## src/rtl/peak_lim_pkg.sv

```systemverilog
package peak_lim_pkg;

    localparam int GAIN_W   = 16;
    localparam int GAIN_ONE = 32768;
    localparam int FRAC_SH  = 15;

    typedef enum logic [1:0] {
        DIR_IDLE = 2'd0,
        DIR_ATK  = 2'd1,
        DIR_REL  = 2'd2
    } dir_e;

    // Ceiling level in sample units for a 3-bit code; 0 for the "off" codes.
    function automatic longint ceil_level(input logic [2:0] code, input int data_w,
                                          input int fs_vpp);
        longint vpp;
        case (code)
            3'd1: vpp = 14;
            3'd2: vpp = 17;
            3'd3: vpp = 20;
            3'd4: vpp = 22;
            3'd5: vpp = 25;
            3'd6: vpp = 28;
            default: vpp = 0;
        endcase
        return (vpp * ((longint'(1) << (data_w - 1)) - 1)) / longint'(fs_vpp);
    endfunction

    // Clocks per 1/16 dB step: 96 steps span 6 dB over the nominal time.
    function automatic longint step_clocks(input logic is_rel, input logic [1:0] code,
                                           input longint clk_khz);
        longint t_us;
        longint v;
        if (is_rel) begin
            case (code)
                2'd0: t_us = 500000;
                2'd1: t_us = 380000;
                2'd2: t_us = 210000;
                default: t_us = 170000;
            endcase
        end else begin
            case (code)
                2'd0: t_us = 830;
                2'd1: t_us = 1200;
                2'd2: t_us = 1500;
                default: t_us = 2200;
            endcase
        end
        v = (t_us * clk_khz) / 96000;
        return (v < 1) ? 1 : v;
    endfunction

endpackage

```

## src/rtl/peak_lim_gain.sv

```systemverilog
module peak_lim_gain
    import peak_lim_pkg::*;
#(
    parameter int ATT_W = 8
) (
    input  logic [ATT_W-1:0]  atten_i,
    output logic [GAIN_W-1:0] gain_o
);
    localparam int CRS_W = ATT_W - 4;

    logic [CRS_W-1:0] crs_idx;
    logic [3:0]       fin_idx;
    logic [16:0]      crs_g;
    logic [16:0]      fin_g;
    logic [33:0]      prod;

    assign crs_idx = atten_i[ATT_W-1:4];
    assign fin_idx = atten_i[3:0];

    // Whole-dB part: 10^(-i/20) in Q1.15
    always_comb begin
        case (4'(crs_idx))
            4'd0: crs_g = 17'd32768;
            4'd1: crs_g = 17'd29205;
            4'd2: crs_g = 17'd26029;
            4'd3: crs_g = 17'd23198;
            4'd4: crs_g = 17'd20675;
            4'd5: crs_g = 17'd18427;
            4'd6: crs_g = 17'd16423;
            4'd7: crs_g = 17'd14637;
            default: crs_g = 17'd13045;
        endcase
    end

    // Sixteenth-dB part: 10^(-f/320) in Q1.15
    always_comb begin
        case (fin_idx)
            4'd0:  fin_g = 17'd32768;
            4'd1:  fin_g = 17'd32533;
            4'd2:  fin_g = 17'd32300;
            4'd3:  fin_g = 17'd32068;
            4'd4:  fin_g = 17'd31838;
            4'd5:  fin_g = 17'd31610;
            4'd6:  fin_g = 17'd31383;
            4'd7:  fin_g = 17'd31158;
            4'd8:  fin_g = 17'd30935;
            4'd9:  fin_g = 17'd30713;
            4'd10: fin_g = 17'd30493;
            4'd11: fin_g = 17'd30274;
            4'd12: fin_g = 17'd30057;
            4'd13: fin_g = 17'd29842;
            4'd14: fin_g = 17'd29628;
            default: fin_g = 17'd29415;
        endcase
    end

    always_comb begin
        prod   = 34'(crs_g) * 34'(fin_g) + 34'(1 << (FRAC_SH - 1));
        gain_o = GAIN_W'(prod >> FRAC_SH);
    end

endmodule

```

## src/rtl/peak_lim_rate.sv

```systemverilog
module peak_lim_rate
    import peak_lim_pkg::*;
#(
    parameter longint CLK_KHZ   = 125000,
    parameter int     ATTEN_MAX = 128
) (
    input  logic                             clk,
    input  logic                             rst_n,
    input  logic                             active_i,
    input  logic                             over_i,
    input  logic [1:0]                       atk_code_i,
    input  logic [1:0]                       rel_code_i,
    output logic [$clog2(ATTEN_MAX+1)-1:0]   atten_o
);
    localparam int ATT_W = $clog2(ATTEN_MAX + 1);
    localparam int CNT_W = $clog2(step_clocks(1'b1, 2'd0, CLK_KHZ)) + 1;

    typedef struct packed {
        dir_e             dir;
        logic [CNT_W-1:0] cnt;
        logic [ATT_W-1:0] atten;
    } rate_st_t;

    rate_st_t st_d, st_q;

    logic [CNT_W-1:0] atk_len [4];
    logic [CNT_W-1:0] rel_len [4];
    logic [CNT_W-1:0] len_sel;
    dir_e             dir_want;

    for (genvar g = 0; g < 4; g++) begin : g_len
        assign atk_len[g] = CNT_W'(step_clocks(1'b0, 2'(g), CLK_KHZ));
        assign rel_len[g] = CNT_W'(step_clocks(1'b1, 2'(g), CLK_KHZ));
    end

    always_comb begin
        len_sel = over_i ? atk_len[atk_code_i] : rel_len[rel_code_i];
        if (over_i && st_q.atten < ATT_W'(ATTEN_MAX))
            dir_want = DIR_ATK;
        else if (!over_i && st_q.atten != '0)
            dir_want = DIR_REL;
        else
            dir_want = DIR_IDLE;
    end

    always_comb begin
        st_d = st_q;
        if (!active_i) begin
            st_d.dir   = DIR_IDLE;
            st_d.cnt   = '0;
            st_d.atten = '0;
        end else if (dir_want == DIR_IDLE || dir_want != st_q.dir) begin
            st_d.dir = dir_want;
            st_d.cnt = '0;
        end else if (st_q.cnt >= len_sel - CNT_W'(1)) begin
            st_d.cnt = '0;
            if (dir_want == DIR_ATK)
                st_d.atten = st_q.atten + ATT_W'(1);
            else
                st_d.atten = st_q.atten - ATT_W'(1);
        end else begin
            st_d.cnt = st_q.cnt + CNT_W'(1);
        end
    end

    always_ff @(posedge clk or negedge rst_n) begin
        if (!rst_n)
            st_q <= '0;
        else
            st_q <= st_d;
    end

    assign atten_o = st_q.atten;

    // attenuation never leaves its range
    a_r3_atten_cap: assert property (@(posedge clk) disable iff (!rst_n)
        st_q.atten <= ATT_W'(ATTEN_MAX));

    // inactive clears the attenuation on the next clock
    a_r1_clear: assert property (@(posedge clk) disable iff (!rst_n)
        !active_i |=> st_q.atten == '0);

    // at most one step per clock while active
    a_r8_one_step: assert property (@(posedge clk) disable iff (!rst_n)
        active_i |=> ((ATT_W+1)'(st_q.atten) <= (ATT_W+1)'($past(st_q.atten)) + 1)
                  && ((ATT_W+1)'(st_q.atten) + 1 >= (ATT_W+1)'($past(st_q.atten))));

    // attenuation never rises while the output is under the ceiling
    a_r5_no_rise_cool: assert property (@(posedge clk) disable iff (!rst_n)
        (active_i && !over_i) |=> st_q.atten <= $past(st_q.atten));

endmodule

```

## src/rtl/peak_limiter.sv

```systemverilog
module peak_limiter
    import peak_lim_pkg::*;
#(
    parameter int     DATA_W    = 16,
    parameter longint CLK_KHZ   = 125000,
    parameter int     FS_VPP    = 40,
    parameter int     ATTEN_MAX = 128
) (
    input  logic                 clk,
    input  logic                 rst_n,
    input  logic                 in_vld,
    input  logic [DATA_W-1:0]    in_smp,
    input  logic                 soft_mode,
    input  logic                 boost_en,
    input  logic [2:0]           thr_code,
    input  logic [1:0]           atk_code,
    input  logic [1:0]           rel_code,
    output logic                 out_vld,
    output logic [DATA_W-1:0]    out_smp,
    output logic [7:0]           atten
);
    localparam int ATT_W  = $clog2(ATTEN_MAX + 1);
    localparam int PROD_W = DATA_W + GAIN_W + 1;

    typedef struct packed {
        logic [DATA_W-1:0] smp;
        logic              vld;
        logic              over;
    } dp_st_t;

    dp_st_t dp_d, dp_q;

    logic [DATA_W:0]        ceil_tab [8];
    logic [DATA_W:0]        ceil_sel;
    logic                   active;
    logic [ATT_W-1:0]       att_q;
    logic [GAIN_W-1:0]      gain;
    logic signed [PROD_W-1:0] prod;
    logic [DATA_W-1:0]      scaled;
    logic [DATA_W:0]        mag;

    for (genvar c = 0; c < 8; c++) begin : g_ceil
        assign ceil_tab[c] = (DATA_W+1)'(ceil_level(3'(c), DATA_W, FS_VPP));
    end

    assign ceil_sel = ceil_tab[thr_code];
    assign active   = soft_mode && boost_en && (thr_code != 3'd0) && (thr_code != 3'd7);

    peak_lim_gain #(
        .ATT_W (ATT_W)
    ) u_gain (
        .atten_i (att_q),
        .gain_o  (gain)
    );

    peak_lim_rate #(
        .CLK_KHZ   (CLK_KHZ),
        .ATTEN_MAX (ATTEN_MAX)
    ) u_rate (
        .clk        (clk),
        .rst_n      (rst_n),
        .active_i   (active),
        .over_i     (dp_q.over),
        .atk_code_i (atk_code),
        .rel_code_i (rel_code),
        .atten_o    (att_q)
    );

    always_comb begin
        prod   = $signed(in_smp) * $signed({1'b0, gain});
        scaled = DATA_W'(prod >>> FRAC_SH);
        mag    = scaled[DATA_W-1] ? (DATA_W+1)'(-{scaled[DATA_W-1], scaled})
                                  : {1'b0, scaled};
    end

    always_comb begin
        dp_d     = dp_q;
        dp_d.vld = in_vld;
        if (in_vld)
            dp_d.smp = scaled;
        if (!active)
            dp_d.over = 1'b0;
        else if (in_vld)
            dp_d.over = (mag > ceil_sel);
    end

    always_ff @(posedge clk or negedge rst_n) begin
        if (!rst_n)
            dp_q <= '0;
        else
            dp_q <= dp_d;
    end

    assign out_vld = dp_q.vld;
    assign out_smp = dp_q.smp;
    assign atten   = 8'(att_q);

    // one-clock latency of the qualifier
    a_r2_vld_follow: assert property (@(posedge clk) disable iff (!rst_n)
        in_vld |=> out_vld);

    a_r2_vld_low: assert property (@(posedge clk) disable iff (!rst_n)
        !in_vld |=> !out_vld);

    // zero attenuation passes the sample unchanged
    a_r1_unity: assert property (@(posedge clk) disable iff (!rst_n)
        (in_vld && att_q == '0) |=> out_smp == $past(in_smp));

    // over state kept through clocks without a sample
    a_r7_hold_over: assert property (@(posedge clk) disable iff (!rst_n)
        (active && !in_vld) |=> $stable(dp_q.over));

endmodule

```

## config.mk

```make
export PLATFORM = sky130hd
export DESIGN_NAME = peak_limiter
export DESIGN_NICKNAME = d
export VERILOG_FILES = /design/src/rtl/peak_lim_pkg.sv /design/src/rtl/peak_lim_gain.sv /design/src/rtl/peak_lim_rate.sv /design/src/rtl/peak_limiter.sv
export SDC_FILE = /design/constraint.sdc
export NUM_CORES = 1
export LEC_CHECK = 0
export CAP_MARGIN = 20
export CORE_MARGIN = 1
export CORE_UTILIZATION = 51
export DETAILED_ROUTE_END_ITERATION = 8
export GPL_ROUTABILITY_DRIVEN = 0
export PLACE_DENSITY = 0.76
export SETUP_SLACK_MARGIN = 0.15
export SLEW_MARGIN = 20
export SYNTH_ARGS = -nofsm -noshare
export SYNTH_HDL_FRONTEND = slang
export SYNTH_SLANG_ARGS = --single-unit
```

## constraint.sdc

```tcl
create_clock -name clk -period 42.4 [get_ports clk]
set_clock_uncertainty 0.1 [all_clocks]
set_input_delay 6.36 -clock clk [delete_from_list [all_inputs] [get_ports clk]]
set_output_delay 6.36 -clock clk [all_outputs]
set_load 0.05 [all_outputs]
```

==> summary.md <==
| Metric | Value |
|---|---|
| Worst vdd rail ir drop | ~0.040 mV |
| Maximum clock rate | about 0.060 GHz |
| Fraction of power consumed by combinational cells | 0.575 |
| Count of unique library cells instantiated by Yosys | 79 |
| Die area | 42,900 sq um |
| Delay contributed by the slowest stage of the critical path | ~750 ps |
| Maximum fanout along the worst path | 16 |
| Area occupied by multi-input gates | 17,800 sq um |
| Switching power as a share of total power | 0.458 |
| Mapped Area | 21,500 sq um |
| Aggregate global routing overflow | 0 |
| Slew at the pin closest to its max-slew limit | between 1000 and 1500 ps |
| Switching power total | roughly 110 uW |
| Worst path slowest cell | sky130_fd_sc_hd__a2111oi_0 |
| Drt wl/cell | approximately 17 microns |
| Root Driver | sky130_fd_sc_hd__clkbuf_16 |
| Unrepaired setup endpoints after global routing | false |
| Hold-fix buffer count after cts | 0 |
| Effective utilization at floorplan | 0.521 |
| Horiz. Die Dim | around 210 microns |
| Sequential fraction of design power | 0.240 |
| Maximum number of pins on one net before global-route repair | 50 |
| Tot Pwr | 235 uW |
| Number of flops mapped to enable cells by yosys | 0 |
| Clk pwr share | 0.185 |
| Number of global-route vias before repair | 17,800 |
| Nets | between 3,000 and 4,000 |
| Number of antenna violations at the first check in global routing | 0 |
| Inst Count DP | around 3,000 |
| Num CTS Buffers | 5 |
| Total internal power | roughly 130 uW |
| # port buffers | 52 |
| Deepest level of the CTS H-tree | 2 |
| Fraction of layout instances using a drive strength above 1 | 0.0356 |
| Total of cells resized after clock tree synthesis | 0 |
| Post-route antenna net violation count | 0 |
| CORE AREA | between 40,000 and 50,000 sq um |
| YS warnings | 0 |
| Diodes inserted | 0 |
| Number of ports placed on the die boundary | 53 |
| Final-report setup violation count | 0 |
| Growth of design area from synthesis to finish | 5.59% |
| Via count | between 15,000 and 20,000 |
| Remaining routing DRC violations | 0 |
| Die span in y | 207 microns |
| Non-filler cells, final | between 3,000 and 4,000 |
| Sequential Area | ~1200 sq um |
| Arrival time at the worst endpoint | 16,640 ps |
| Static leakage power | about 12 nW |
| Row count | 74 |
| Clock latency at the later pin of the worst-skew pair | just over 300 ps |
| Final hold vios | 0 |
| Clock transition time at the flip-flop clock pins of the worst setup and hold paths | about 80 ps |
| Violation count after the first detailed-route iteration | roughly 1,100 |
| DP HPWL | ~42,000 microns |
| Buffer levels on the longest clock path | 2 |
| Worst slew margin relative to its limit | 0.267 |
| Pwr dens | between 10 and 15 nW/um^2 |
| Avg Synthesized Cell Area | around 8.6 sq um |
| Total routing resource utilization after global routing | 0.247 |
| Number of iterations in the first detailed-routing pass | 7 |
| First-pass GRT wire length | between 80,000 and 90,000 microns |
| Worst setup EP type | register |
| Commonest register cell after synthesis | sky130_fd_sc_hd__dfrtp_1 |
| Gate Count Post-Synth | approximately 2,500 |
| Max-capacitance violation count | 0 |
| Post-route setup TNS | 0 ps |
| Kind of start point of the critical path | register |
| Number of buffers inserted to repair setup after CTS | 0 |
| Crit path top cell by count | sky130_fd_sc_hd__fa_1 |
| Count of fill cells added during filler insertion | approximately 3,600 |
| Detail-routed via count per cell | approximately 5.5 |
| Critical setup path kind | reg -> reg |
| Worst min-delay path class | reg -> reg |
| Final worst-path cycle share | 0.391 |
| Number of clock sinks seen by CTS | 49 |
| Final wirelength | a little over 50,000 microns |
| Ys async rst share | 1.00 |
| Register bit count reported by yosys | between 40 and 50 |
| TritonCTS clock tree | yes |
| Worst endpoint required time | about 42,000 ps |
| Fraction of the yosys area taken by sequential cells | 0.0571 |
| Status | finished clean |
| Slew Viols, Final | 0 |
| Final critical delay including setup and external delays | between 15,000 and 20,000 ps |
## power by group through the flow
stage          logic (mW)  registers (mW)  clock network [mW]
6_report            0.135          0.0563              0.0435
3_5_place_dp        0.133          0.0569                   0
5_1_grt             0.147          0.0571              0.0457
4_1_cts             0.134          0.0563              0.0444
2_1_floorplan      0.0762          0.0754                   0
3_3_place_gp        0.129          0.0569                   0
## cells by family (layout without fill, tap and decap cells)
kind of cell,after synthesis,in the layout,synth area share
fa+ha+maj,683,683,0.534
buf+inv,651,650,0.116
flops,49,49,0.0571
xor+xnor,79,79,0.0331
other cells,1,2,0.000175
mux,27,27,0.0145
simple gates,761,761,0.170
compound gates,246,246,0.0753
## metrics by stage
| step | hold WS (ps) | util | setup slack, ps | cell area [sq um] |
|---|---|---|---|---|
| 3_5_place_dp | 395 | 0.546 | 26020 | 22500 |
| 5_1_grt | 453 | 0.550 | 24960 | 22700 |
| 4_1_cts | 423 | 0.550 | 25960 | 22700 |
| 3_3_place_gp | 396 | 0.546 | 26480 | 22500 |
| 6_report | 416 | 0.550 | 25840 | 22700 |
| 2_1_floorplan | 367 | - | 27540 | 21500 |
## state kept, by name, indices dropped and copies added, names as in the netlist
register        count
u_rate.atten_o      8
u_rate.st_q        23
dp_q                1
out_smp            16
out_vld             1
## worst max-delay path: cells and delay by family (launching register included)
kind	cells	cell delay, ps
muxes	1	400
xor gates and xnor gates	1	260
buffers and inverters	9	670
and+or+nand+nor	12	2140
adders and majority gates	16	7510
AOI/OAI and AO/OA	20	4800
DFF	1	540
## area by class of cell
class / instances / share of cell area
Clock inverter: 3 / 0.00116
Clock buffer: 5 / 0.00552
Inverter: 566 / 0.0938
Sequential cell: 49 / 0.0541
Multi-Input combinational cell: 1798 / 0.785
Timing Repair Buffer: 76 / 0.0307
Tap cell: 532 / 0.0294
## synthesized netlist by cell type, types with 8 or more instances
master | instances | area share
sky130_fd_sc_hd__a21o_1 | 32 | 0.011
sky130_fd_sc_hd__a21oi_1 | 80 | 0.019
sky130_fd_sc_hd__and2_1 | 124 | 0.036
sky130_fd_sc_hd__and3_1 | 10 | 0.0029
sky130_fd_sc_hd__buf_4 | 8 | 0.0028
sky130_fd_sc_hd__clkbuf_1 | 72 | 0.013
sky130_fd_sc_hd__dfrtp_1 | 49 | 0.057
sky130_fd_sc_hd__fa_1 | 387 | 0.36
sky130_fd_sc_hd__ha_1 | 296 | 0.17
sky130_fd_sc_hd__inv_1 | 565 | 0.099
sky130_fd_sc_hd__mux2_2 | 13 | 0.0068
sky130_fd_sc_hd__mux2i_1 | 12 | 0.0056
sky130_fd_sc_hd__nand2_1 | 247 | 0.043
sky130_fd_sc_hd__nand2b_1 | 31 | 0.0090
sky130_fd_sc_hd__nand3_1 | 20 | 0.0047
sky130_fd_sc_hd__nand4_1 | 22 | 0.0064
sky130_fd_sc_hd__nor2_1 | 229 | 0.040
sky130_fd_sc_hd__nor2b_1 | 15 | 0.0044
sky130_fd_sc_hd__nor3_1 | 16 | 0.0037
sky130_fd_sc_hd__o21a_1 | 25 | 0.0087
sky130_fd_sc_hd__o21ai_0 | 34 | 0.0079
sky130_fd_sc_hd__or2_2 | 12 | 0.0035
sky130_fd_sc_hd__xnor2_1 | 41 | 0.017
sky130_fd_sc_hd__xor2_1 | 37 | 0.015
## metal layers
layer  wire length, microns  track usage
met5                      0            0
met4                   1260       0.0654
met2                  24400        0.419
met1                  21300        0.331
met3                   4060       0.0353
## final timing paths
path | from | end | slack (ps) | depth (start not counted)
setup / recovery | u_rate.atten_o[0] | dp_q[0] | 25840 | 59
setup reg to reg | u_rate.atten_o[0] | dp_q[0] | 25840 | 59
hold / removal | out_smp[14] | out_smp[14] | 420 | 1
hold reg to reg | out_smp[14] | out_smp[14] | 420 | 1
max in group asynchronous | rst_n | out_smp[3] | 35680 | 2
min in group asynchronous | rst_n | u_rate.atten_o[0] | 6050 | 2
## cell usage in the layout, fill, tap and decap left out, types with 24 or more instances in the layout
master / instances
sky130_fd_sc_hd__a21oi_1: 77
sky130_fd_sc_hd__xnor2_1: 37
sky130_fd_sc_hd__fa_1: 387
sky130_fd_sc_hd__clkdlybuf4s50_1: 51
sky130_fd_sc_hd__buf_4: 24
sky130_fd_sc_hd__nand2_1: 247
sky130_fd_sc_hd__nor2_1: 229
sky130_fd_sc_hd__inv_1: 565
sky130_fd_sc_hd__nand2b_1: 31
sky130_fd_sc_hd__and2_1: 124
sky130_fd_sc_hd__xor2_1: 36
sky130_fd_sc_hd__o21a_1: 25
sky130_fd_sc_hd__dfrtp_1: 49
sky130_fd_sc_hd__ha_1: 296
sky130_fd_sc_hd__a21o_1: 32
sky130_fd_sc_hd__o21ai_0: 34
Power figures use the tool's default switching activity.
